`src/rtl/ccp_pkg.sv`:
```
package ccp_pkg;
    localparam int WORD_W = 16;
    localparam int HOP_W  = 3;
    localparam int IDX_W  = 3;
    localparam int BYTE_W = 8;
    localparam int NREG   = 1 << IDX_W;

    typedef struct packed {
        logic              ctl;
        logic              rd;
        logic [HOP_W-1:0]  hop;
        logic [IDX_W-1:0]  idx;
        logic [BYTE_W-1:0] dat;
    } ccp_word_t;
endpackage

```
`src/rtl/ccp_rx_deser.sv`:
```
module ccp_rx_deser #(
    parameter int W = 16
) (
    input  logic         clk,
    input  logic         rst,
    input  logic         sdi,
    input  logic         sdifs,
    output logic [W-1:0] word,
    output logic         valid
);
    localparam int CW = $clog2(W + 1);

    typedef struct packed {
        logic [CW-1:0] cnt;
        logic [W-1:0]  shreg;
        logic [W-1:0]  word;
        logic          valid;
    } rx_state_t;

    rx_state_t s_q, s_d;

    always_comb begin
        s_d = s_q;
        s_d.valid = 1'b0;
        if (s_q.cnt == '0) begin
            if (sdifs) s_d.cnt = CW'(W);
        end else begin
            s_d.shreg = {s_q.shreg[W-2:0], sdi};
            s_d.cnt   = s_q.cnt - 1'b1;
            if (s_q.cnt == CW'(1)) begin
                s_d.word  = {s_q.shreg[W-2:0], sdi};
                s_d.valid = 1'b1;
            end
        end
    end

    always_ff @(posedge clk) begin
        if (rst) s_q <= '0;
        else     s_q <= s_d;
    end

    assign word  = s_q.word;
    assign valid = s_q.valid;


    rx_start_chk: assert property (@(posedge clk) disable iff (rst)
        ($past(s_q.cnt) == '0 && !$past(sdifs) && !$past(rst)) |-> (s_q.cnt == '0));
endmodule

```
`src/rtl/ccp_regbank.sv`:
```
module ccp_regbank #(
    parameter int NR = 8,
    parameter int DW = 8
) (
    input  logic                  clk,
    input  logic                  rst,
    input  logic                  we,
    input  logic [$clog2(NR)-1:0] waddr,
    input  logic [DW-1:0]         wdata,
    input  logic [$clog2(NR)-1:0] raddr,
    output logic [DW-1:0]         rdata,
    output logic [NR*DW-1:0]      flat
);
    logic [DW-1:0] regs_q [NR];
    logic [DW-1:0] regs_d [NR];

    always_comb begin
        for (int i = 0; i < NR; i++) regs_d[i] = regs_q[i];
        if (we) regs_d[waddr] = wdata;
    end

    always_ff @(posedge clk) begin
        for (int i = 0; i < NR; i++) begin
            if (rst) regs_q[i] <= '0;
            else     regs_q[i] <= regs_d[i];
        end
    end

    assign rdata = regs_q[raddr];

    for (genvar g = 0; g < NR; g++) begin : g_flat
        assign flat[g*DW +: DW] = regs_q[g];
    end


    regs_clear_chk: assert property (@(posedge clk)
        $past(rst) |-> (flat == '0));
endmodule

```
`src/rtl/ccp_tx_ser.sv`:
```
module ccp_tx_ser #(
    parameter int W = 16
) (
    input  logic         clk,
    input  logic         rst,
    input  logic         fwd_req,
    input  logic [W-1:0] fwd_word,
    input  logic         smp_req,
    input  logic [W-1:0] smp_word,
    output logic         fwd_take,
    output logic         smp_take,
    output logic         sdo,
    output logic         sdofs
);
    localparam int FRAME = W + 1;
    localparam int CW    = $clog2(FRAME + 1);

    typedef struct packed {
        logic [CW-1:0] cnt;
        logic [W-1:0]  shreg;
    } tx_state_t;

    tx_state_t s_q, s_d;

    always_comb begin
        s_d      = s_q;
        fwd_take = 1'b0;
        smp_take = 1'b0;
        if (s_q.cnt == '0) begin
            if (fwd_req) begin
                fwd_take  = 1'b1;
                s_d.shreg = fwd_word;
                s_d.cnt   = CW'(FRAME);
            end else if (smp_req) begin
                smp_take  = 1'b1;
                s_d.shreg = smp_word;
                s_d.cnt   = CW'(FRAME);
            end
        end else begin
            s_d.cnt = s_q.cnt - 1'b1;
            if (s_q.cnt != CW'(FRAME)) s_d.shreg = {s_q.shreg[W-2:0], 1'b0};
        end
    end

    always_ff @(posedge clk) begin
        if (rst) s_q <= '0;
        else     s_q <= s_d;
    end

    assign sdofs = (s_q.cnt == CW'(FRAME));
    assign sdo   = (s_q.cnt != '0) && !sdofs && s_q.shreg[W-1];


    frame_pulse_chk: assert property (@(posedge clk) disable iff (rst)
        sdofs |=> !sdofs);

    tx_gap_chk: assert property (@(posedge clk) disable iff (rst)
        (sdofs && !$past(rst)) |-> ($past(s_q.cnt) == '0));

    prio_chk: assert property (@(posedge clk) disable iff (rst)
        !(fwd_take && smp_take));
endmodule

```
`src/rtl/ccp_top.sv`:
```
module ccp_top
    import ccp_pkg::*;
#(
    parameter int W  = ccp_pkg::WORD_W,
    parameter int NR = ccp_pkg::NREG,
    parameter int DW = ccp_pkg::BYTE_W
) (
    input  logic           clk,
    input  logic           rst,
    input  logic           sdi,
    input  logic           sdifs,
    output logic           sdo,
    output logic           sdofs,
    input  logic [W-1:0]   adc_word,
    input  logic           adc_strobe,
    output logic [W-1:0]   dac_word,
    output logic           dac_load,
    output logic           prog_mode,
    output logic [NR*DW-1:0] cfg_regs
);
    localparam int IW = $clog2(NR);

    logic [W-1:0]  rx_word;
    logic          rx_valid;
    ccp_word_t     rxw;
    logic [DW-1:0] rd_byte;
    logic          fwd_take, smp_take;
    logic          wr_en;
    logic          fwd_need;

    typedef struct packed {
        logic          fwd_pend;
        logic [W-1:0]  fwd_word;
        logic          smp_pend;
        logic [W-1:0]  smp_word;
        logic [W-1:0]  dac;
        logic          load;
    } top_state_t;

    top_state_t s_q, s_d;

    ccp_rx_deser #(.W(W)) rx_i (
        .clk(clk), .rst(rst), .sdi(sdi), .sdifs(sdifs),
        .word(rx_word), .valid(rx_valid)
    );

    assign rxw = ccp_word_t'(rx_word);

    ccp_regbank #(.NR(NR), .DW(DW)) regs_i (
        .clk(clk), .rst(rst), .we(wr_en),
        .waddr(IW'(rxw.idx)), .wdata(rxw.dat),
        .raddr(IW'(rxw.idx)), .rdata(rd_byte), .flat(cfg_regs)
    );

    assign prog_mode = !cfg_regs[0];

    always_comb begin
        ccp_word_t fw;
        s_d      = s_q;
        s_d.load = 1'b0;
        wr_en    = rx_valid && rxw.ctl && !rxw.rd && (rxw.hop == '0);
        fwd_need = rx_valid && rxw.ctl && (rxw.rd || (rxw.hop != '0));

        fw     = rxw;
        fw.hop = rxw.hop - 1'b1;
        if (rxw.rd && rxw.hop == '0) fw.dat = rd_byte;

        if (fwd_take) s_d.fwd_pend = 1'b0;
        if (fwd_need) begin
            s_d.fwd_pend = 1'b1;
            s_d.fwd_word = fw;
        end

        if (smp_take) s_d.smp_pend = 1'b0;
        if (adc_strobe) begin
            s_d.smp_pend = 1'b1;
            s_d.smp_word = prog_mode ? '0 : adc_word;
        end

        if (rx_valid && !rxw.ctl && !prog_mode) begin
            s_d.dac  = rx_word;
            s_d.load = 1'b1;
        end
    end

    always_ff @(posedge clk) begin
        if (rst) s_q <= '0;
        else     s_q <= s_d;
    end

    ccp_tx_ser #(.W(W)) tx_i (
        .clk(clk), .rst(rst),
        .fwd_req(s_q.fwd_pend), .fwd_word(s_q.fwd_word),
        .smp_req(s_q.smp_pend), .smp_word(s_q.smp_word),
        .fwd_take(fwd_take), .smp_take(smp_take),
        .sdo(sdo), .sdofs(sdofs)
    );

    assign dac_word = s_q.dac;
    assign dac_load = s_q.load;


    reset_state_chk: assert property (@(posedge clk)
        $past(rst) |-> (prog_mode && !sdofs && dac_word == '0));

    adc_mute_chk: assert property (@(posedge clk) disable iff (rst)
        (adc_strobe && prog_mode) |=> (s_q.smp_word == '0));

    dac_mode_chk: assert property (@(posedge clk) disable iff (rst)
        (dac_load && !$past(rst)) |-> !$past(prog_mode));

    no_fwd_on_write_chk: assert property (@(posedge clk) disable iff (rst)
        wr_en |=> $stable(s_q.fwd_word));

    no_fwd_overrun_chk: assert property (@(posedge clk) disable iff (rst)
        fwd_need |-> (!s_q.fwd_pend || fwd_take));
endmodule

```
`config.mk`:
```
export PLATFORM = sky130hd
export DESIGN_NAME = ccp_top
export DESIGN_NICKNAME = d
export VERILOG_FILES = /design/src/rtl/ccp_pkg.sv /design/src/rtl/ccp_rx_deser.sv /design/src/rtl/ccp_regbank.sv /design/src/rtl/ccp_tx_ser.sv /design/src/rtl/ccp_top.sv
export SDC_FILE = /design/constraint.sdc
export NUM_CORES = 1
export LEC_CHECK = 0
export BUFFER_PORTS_ARGS = -buffer_cell sky130_fd_sc_hd__buf_2
export CAP_MARGIN = 20
export CORE_ASPECT_RATIO = 1.4
export CORE_MARGIN = 3
export CORE_UTILIZATION = 50
export CTS_CLUSTER_DIAMETER = 40
export CTS_CLUSTER_SIZE = 16
export DETAILED_ROUTE_END_ITERATION = 7
export HOLD_SLACK_MARGIN = 0.12
export PLACE_DENSITY = 0.73
export SLEW_MARGIN = 20
export SYNTH_ARGS = -nofsm -noshare
export SYNTH_HDL_FRONTEND = slang
export SYNTH_HIERARCHICAL = 1
export SYNTH_SLANG_ARGS = --single-unit
```
`constraint.sdc`:
```
create_clock -name clk -period 2.1 [get_ports clk]
set_clock_uncertainty 0.05 [all_clocks]
set_input_delay 0.315 -clock clk [delete_from_list [all_inputs] [get_ports clk]]
set_output_delay 0.315 -clock clk [all_outputs]
set_load 0.02 [all_outputs]
```
## Word level (Yosys, flattened, before mapping)

Memories as Yosys holds them, arrays and structs flattened. A register that Yosys moved wholly into a read port is not among the register bits.
Cells that the tools add are included.

- Flip-flop bits (word level): 109
- Bits in writable memories: 64
- Input bits: 21
- Word-level logic and storage cells: 95
- Memories kept: 1

- $add $sub $neg: 3
- $lt $le $gt $ge: 2
- Equal/unequal tests: 5
- Multiplexer cells: 36
- Bitwise gates (word level): 10
- Reductions and logical operators: 26

Memory list:

| name | words | width | rd ports | clocked after memory_dff | wr ports | line | RTL |
|---|---|---|---|---|---|---|---|
| regs_i.regs_q | 8 | 8 | 9 | 1 | 8 | ccp_regbank.sv:14 | `logic [DW-1:0] regs_q [NR];` |

Operators with widths:

| kind | count |
|---|---|
| 8-bit 2-to-1 mux | 10 |
| 64-bit bitwise mux | 1 |
| 64-bit 2-to-1 mux | 1 |
| 21-bit 2-to-1 mux | 3 |
| 17-bit 2-to-1 mux | 2 |
| 16-bit 2-to-1 mux | 2 |
| 8-bit demux with 3-bit select | 1 |
| 1-bit 2-to-1 mux | 12 |
| 1-bit logical AND | 10 |
| 5-bit logical NOT | 2 |
| 5-bit 2-to-1 mux | 2 |
| 5-bit by 1-bit subtractor with 5-bit output, second input constant | 2 |
| 1-bit OR | 8 |
| 3-bit 2-to-1 mux | 2 |
| 2-bit nonzero test | 3 |
| 5-bit by 1-bit == test with 1-bit output, second input constant | 1 |
| 5-bit == test, second input constant | 1 |
| 5-bit inequality test, second input constant | 1 |
| 5-bit nonzero test | 1 |
| 4-bit greater-or-equal comparator, second input constant | 1 |
| 1-bit logical NOT | 4 |
| 4-bit by 1-bit less-than comparator with 1-bit output, second input constant | 1 |
| 3-bit inverter with 4-bit output | 1 |
| 2-bit AND reduction | 2 |
| other kinds (8) | 8 |

## Logic depth before layout (Yosys ltp)

- Word-level depth: 8
- Gate-level depth with buffers: 11
- Depth with buffers taken out: 7

## Hierarchy

Netlist, hierarchy kept.

By module, submodules not included:

| module | times used | cells each | area an instance (sq um) | seq. area each (sq um) |
|---|---|---|---|---|
| ccp_regbank | 1 | 301 | 2922.8 | 1281.2 |
| ccp_top | 1 | 246 | 2114.5 | 1021.0 |
| ccp_rx_deser | 1 | 149 | 1576.5 | 740.7 |
| ccp_tx_ser | 1 | 109 | 1246.2 | 420.4 |

## Worst setup path before layout

OpenSTA, ideal clock, no wires.

- Path type: reg2reg
- Start: register rx_i.s_q, in the netlist rx_i/word[11]
- End: memory regs_i.regs_q[2][0]
- Library setup time: 0.128 ns
- Arrival time: 2.057 ns
- Required time: 1.922 ns
- Path slack: -0.135 ns
- Cell stages (with the launch flop): 12
- Path buffers: 4
- Clock period less this slack: 2.235 ns
- Cells stage by stage: dfxtp_1 > buf_4 > inv_1 > ha_1 > nand2b_1 > clkbuf_1 > nor3_1 > buf_2 > nor4bb_1 > buf_4 > mux2i_1 > nor2_1

RTL lines:

| item | line | RTL |
|---|---|---|
| from (decl) | ccp_rx_deser.sv:20 | `rx_state_t s_q, s_d;` |
| from (signal assigned) | ccp_rx_deser.sv:38 | `if (rst) s_q <= '0;` |
| from (signal assigned) | ccp_rx_deser.sv:39 | `else s_q <= s_d;` |
| to (decl) | ccp_regbank.sv:14 |  |

## Final worst setup path

- Start: register tx_i/s_q[16] (netlist bit)
- End: output sdo

- Longest elaborated chain between the ends: 4

Ends and longest elaborated chain:

| item | line | RTL |
|---|---|---|
| from (decl) | ccp_tx_ser.sv:23 | `tx_state_t s_q, s_d;` |
| from (signal assigned) | ccp_tx_ser.sv:46 | `if (rst) s_q <= '0;` |
| from (signal assigned) | ccp_tx_ser.sv:47 | `else s_q <= s_d;` |
| 5-bit == test | ccp_tx_ser.sv:50 | `assign sdofs = (s_q.cnt == CW'(FRAME));` |
| 1-bit logical NOT | ccp_tx_ser.sv:51 | `assign sdo = (s_q.cnt != '0) && !sdofs && s_q.shreg[W-1];` |
| 1-bit logical AND (*) (2 in series) | ccp_tx_ser.sv:51 |  |
| to (decl) | ccp_top.sv:12 | `output logic sdo,` |

Every way passes the cells marked *; elsewhere a longest branch is shown, timed or not.

==> key figures <==
Outcome
  • Status: completed

Floorplanning
  • Num rows: 53
  • IO Pins: 105
  • Die area: 17,280 um2
  • Initial Util: 0.5176
  • Die width: 112.0 um
  • Core Footprint: around 15,000 um2
  • Chip height: around 150 um

Routing
  • Post-DR wirelength/cell: 17.11 um
  • Vias: 5,973
  • Initial DRC count: 373
  • Vias per inst: 5.455
  • Total wire length: between 15,000 and 20,000 um
  • DRT Pass-1 Iters: 7
  • DRT antenna net count: 0
  • DRC violations left: 0

Finish
  • Fin cells: between 1,000 and 1,500
  • Diode count: 0
  • Share of cells above drive strength 1: 0.2569
  • Final Util: 0.6104
  • Most common cell after layout, fill and taps aside: dfxtp_1
  • Post-route design area: 9270 um2
  • Most frequent cells in the layout: dfxtp_1 (171), nand2_1 (113), buf_2 (102)
  • Fillers: 1,274
  • Synth-to-layout area growth: 17.94%
  • Final nets: about 920

Setup path
  • WP buf/inv: 2
  • Delay-heaviest family, CP: simple AND/OR/NAND/NOR gates
  • Crit path kind: flip-flop to output port
  • Setup crit end kind: output port
  • CP arrival: 1.71 ns
  • Max incr delay on CP: 0.47 ns
  • Critical path launch point type: flip-flop
  • Worst path cell trace: inv_2 > ha_4 > or4b_4 > and3_4 > buf_6
  • Critical Path RT: 1.74 ns
  • Critical Path Slowest Stage Cell: or4b_4
  • Crit-path max FO: 3

GRT
  • Overflow after GRT: 0
  • First-pass GRT wire length: 30,150 um
  • GRT Total Usage: 0.2171
  • Initial antenna violation count: 0
  • Vias in the first global route: 5,769
  • Largest net degree at the start of global routing: between 100 and 150

Logic synthesis
  • Netlist cell types: 58
  • Fraction of registers with async set/reset: 0
  • Sequential area share after synthesis: 0.4406
  • Mapped cell area: 7860 um2
  • Main synth FF type: dfxtp_1
  • Avg Cell Area, Syn: roughly 10 um2
  • Post-synth EDFFs: 0
  • Synth Net Count: 833
  • Synth Warn #: 6
  • Synthesized instance count: 805
  • Seq cells post-synth: 173

Clocking
  • TritonCTS clock tree: done
  • Max H-tree Level: 4
  • Clk_lat worst skew: about 0.42 ns
  • Clock Path Buffers: 2
  • CTS buffer count: 17
  • CTS Sinks: 173
  • Clock transition at path regs: approximately 0.060 ns
  • Root buffer cell: clkbuf_16

Placement
  • Gpl congestion: 0.8512
  • # placed instances: 1,038
  • PortBufs: about 100
  • HPWL after detailed placement: 12,680 um
  • Worst slack at placement: between 0.05 and 0.06 ns
  • Placement Cell Area: 8372 um2

Power and ir drop
  • Pwr per Cell Area: 872.9 nW/um2
  • Leak pwr: 3.702 nW
  • VDD IR max: 0.0006805 V

Job
  • Max-cap violations: 0

Timing
  • Final min period: 2.079 ns
  • Max transition margin: 0.5574
  • Fin. max-slew vios: 0
  • Setup TNS: 0 ns
  • Fin crit share: 0.9899
  • Final worst-path setup slack: 0.02121 ns
  • RSZ-0062 raised after global routing: true
  • Setup violators final: 0
  • Final Hold Vio Count: 0
  • F_max: 481.0 MHz
  • Slew @ Worst Pin: 0.6639 ns

Worst hold path
  • Hold Crit Class: primary input to flip-flop
-- cells in the mapped netlist (all sizes together) (2+ instances only) --
cell type,count,area share
nor3,7,0.0045
and4b,3,0.0038
nor4bb,2,0.0025
buf,64,0.058
or3,3,0.0024
and3,3,0.0024
o2bb2ai,15,0.025
inv,18,0.0086
and3b,3,0.0033
nor4b,3,0.0060
nor3b,3,0.0035
a31oi,9,0.0072
nand3b,3,0.0029
dfxtp,173,0.44
clkbuf,32,0.015
o21a,3,0.0029
nand4b,3,0.0033
a21oi,84,0.053
and2,3,0.0024
nor2,48,0.023
mux4,16,0.052
o221a,8,0.011
mux2i,71,0.090
nand3,4,0.0025
nand4,2,0.0016
o21ai,4,0.0025
or4b,3,0.0043
ha,7,0.011
xnor2,4,0.0045
a211oi,4,0.0051
nor2b,18,0.014
mux2,23,0.034
nand2b,36,0.029
nand2,113,0.054
-- sequential cells by signal (all words and copies together), names as in the netlist --
name and count:
rx_i/s_q 20, rx_i/word 16, tx_i/s_q 21, rx_i/valid 1
s_q 34, regs_i/regs_q 64, dac_word 16, dac_load 1
-- final timing paths --
kind,from,to,slack (ns),cells after the start
max,tx_i/s_q[16]$_SDFFE_PP0P_,sdo,0.02,5
min,rst,s_q[32]$_SDFFE_PP0P_,0.22,2
max reg2reg,rx_i/word[11]$_SDFFE_PP0P_,regs_i/regs_q[5][5]$_SDFFE_PP0P_,0.15,8
min reg2reg,dac_word[8]$_SDFFE_PP0P_,dac_word[8]$_SDFFE_PP0P_,0.40,2
-- power by group --
group / switching, mW / leakage, nW / internal [mW]
registers: 0.124 / 1.40 / 3.39
clock network: 1.25 / 0.296 / 1.92
logic: 0.706 / 2.01 / 0.699
-- metal layers --
metal  GRT usage  vias to the layer above  share of wire
li1            -                     2918              -
met1      0.2717                     2862           0.43
met2      0.3656                      172           0.50
met3     0.05010                       21          0.053
met4     0.08133                        0          0.017
met5           0                        -              0
-- metrics by stage --
step	hold WS (ns)	power, mW
detailed placement	0.3939	4.804
global placement	0.3910	4.795
global route	0.2347	8.413
floorplan	0.3682	4.516
finish	0.2195	8.092
CTS	0.2058	8.079
-- repair_timing --
action | in CTS | in global routing
endpoints found under the hold margin | 18 | 0
endpoints found under the setup margin | 1 | 58
pin swaps | 2 | 2
hold buffers | 18 | 0
buffers inserted | 5 | 3
gates cloned | 0 | 0
resized for setup | 8 | 5
-- cell type report --
class	count	area (um2)	area share
Clock inverter	11	140.1	0.01512
Sequential cell	173	3466	0.3739
Multi-Input combinational cell	518	3832	0.4134
Timing Repair Buffer	163	1067	0.1151
Clock buffer	20	456.7	0.04926
Tap cell	192	240.2	0.02591
Inverter	18	67.56	0.007288
-- kinds of logic (layout without fill, tap and decap cells) --
| family | Yosys count | after routing | synth area share |
|---|---|---|---|
| AOI/OAI and AO/OA | 132 | 132 | 0.1143 |
| xor gates and xnor gates | 4 | 4 | 0.004457 |
| adders and majority gates | 7 | 7 | 0.01114 |
| buffers and inverters | 114 | 212 | 0.08182 |
| DFF | 173 | 173 | 0.4406 |
| muxes | 110 | 110 | 0.1759 |
| and+or+nand+nor | 265 | 265 | 0.1718 |
Power figures use the tool's default switching activity.
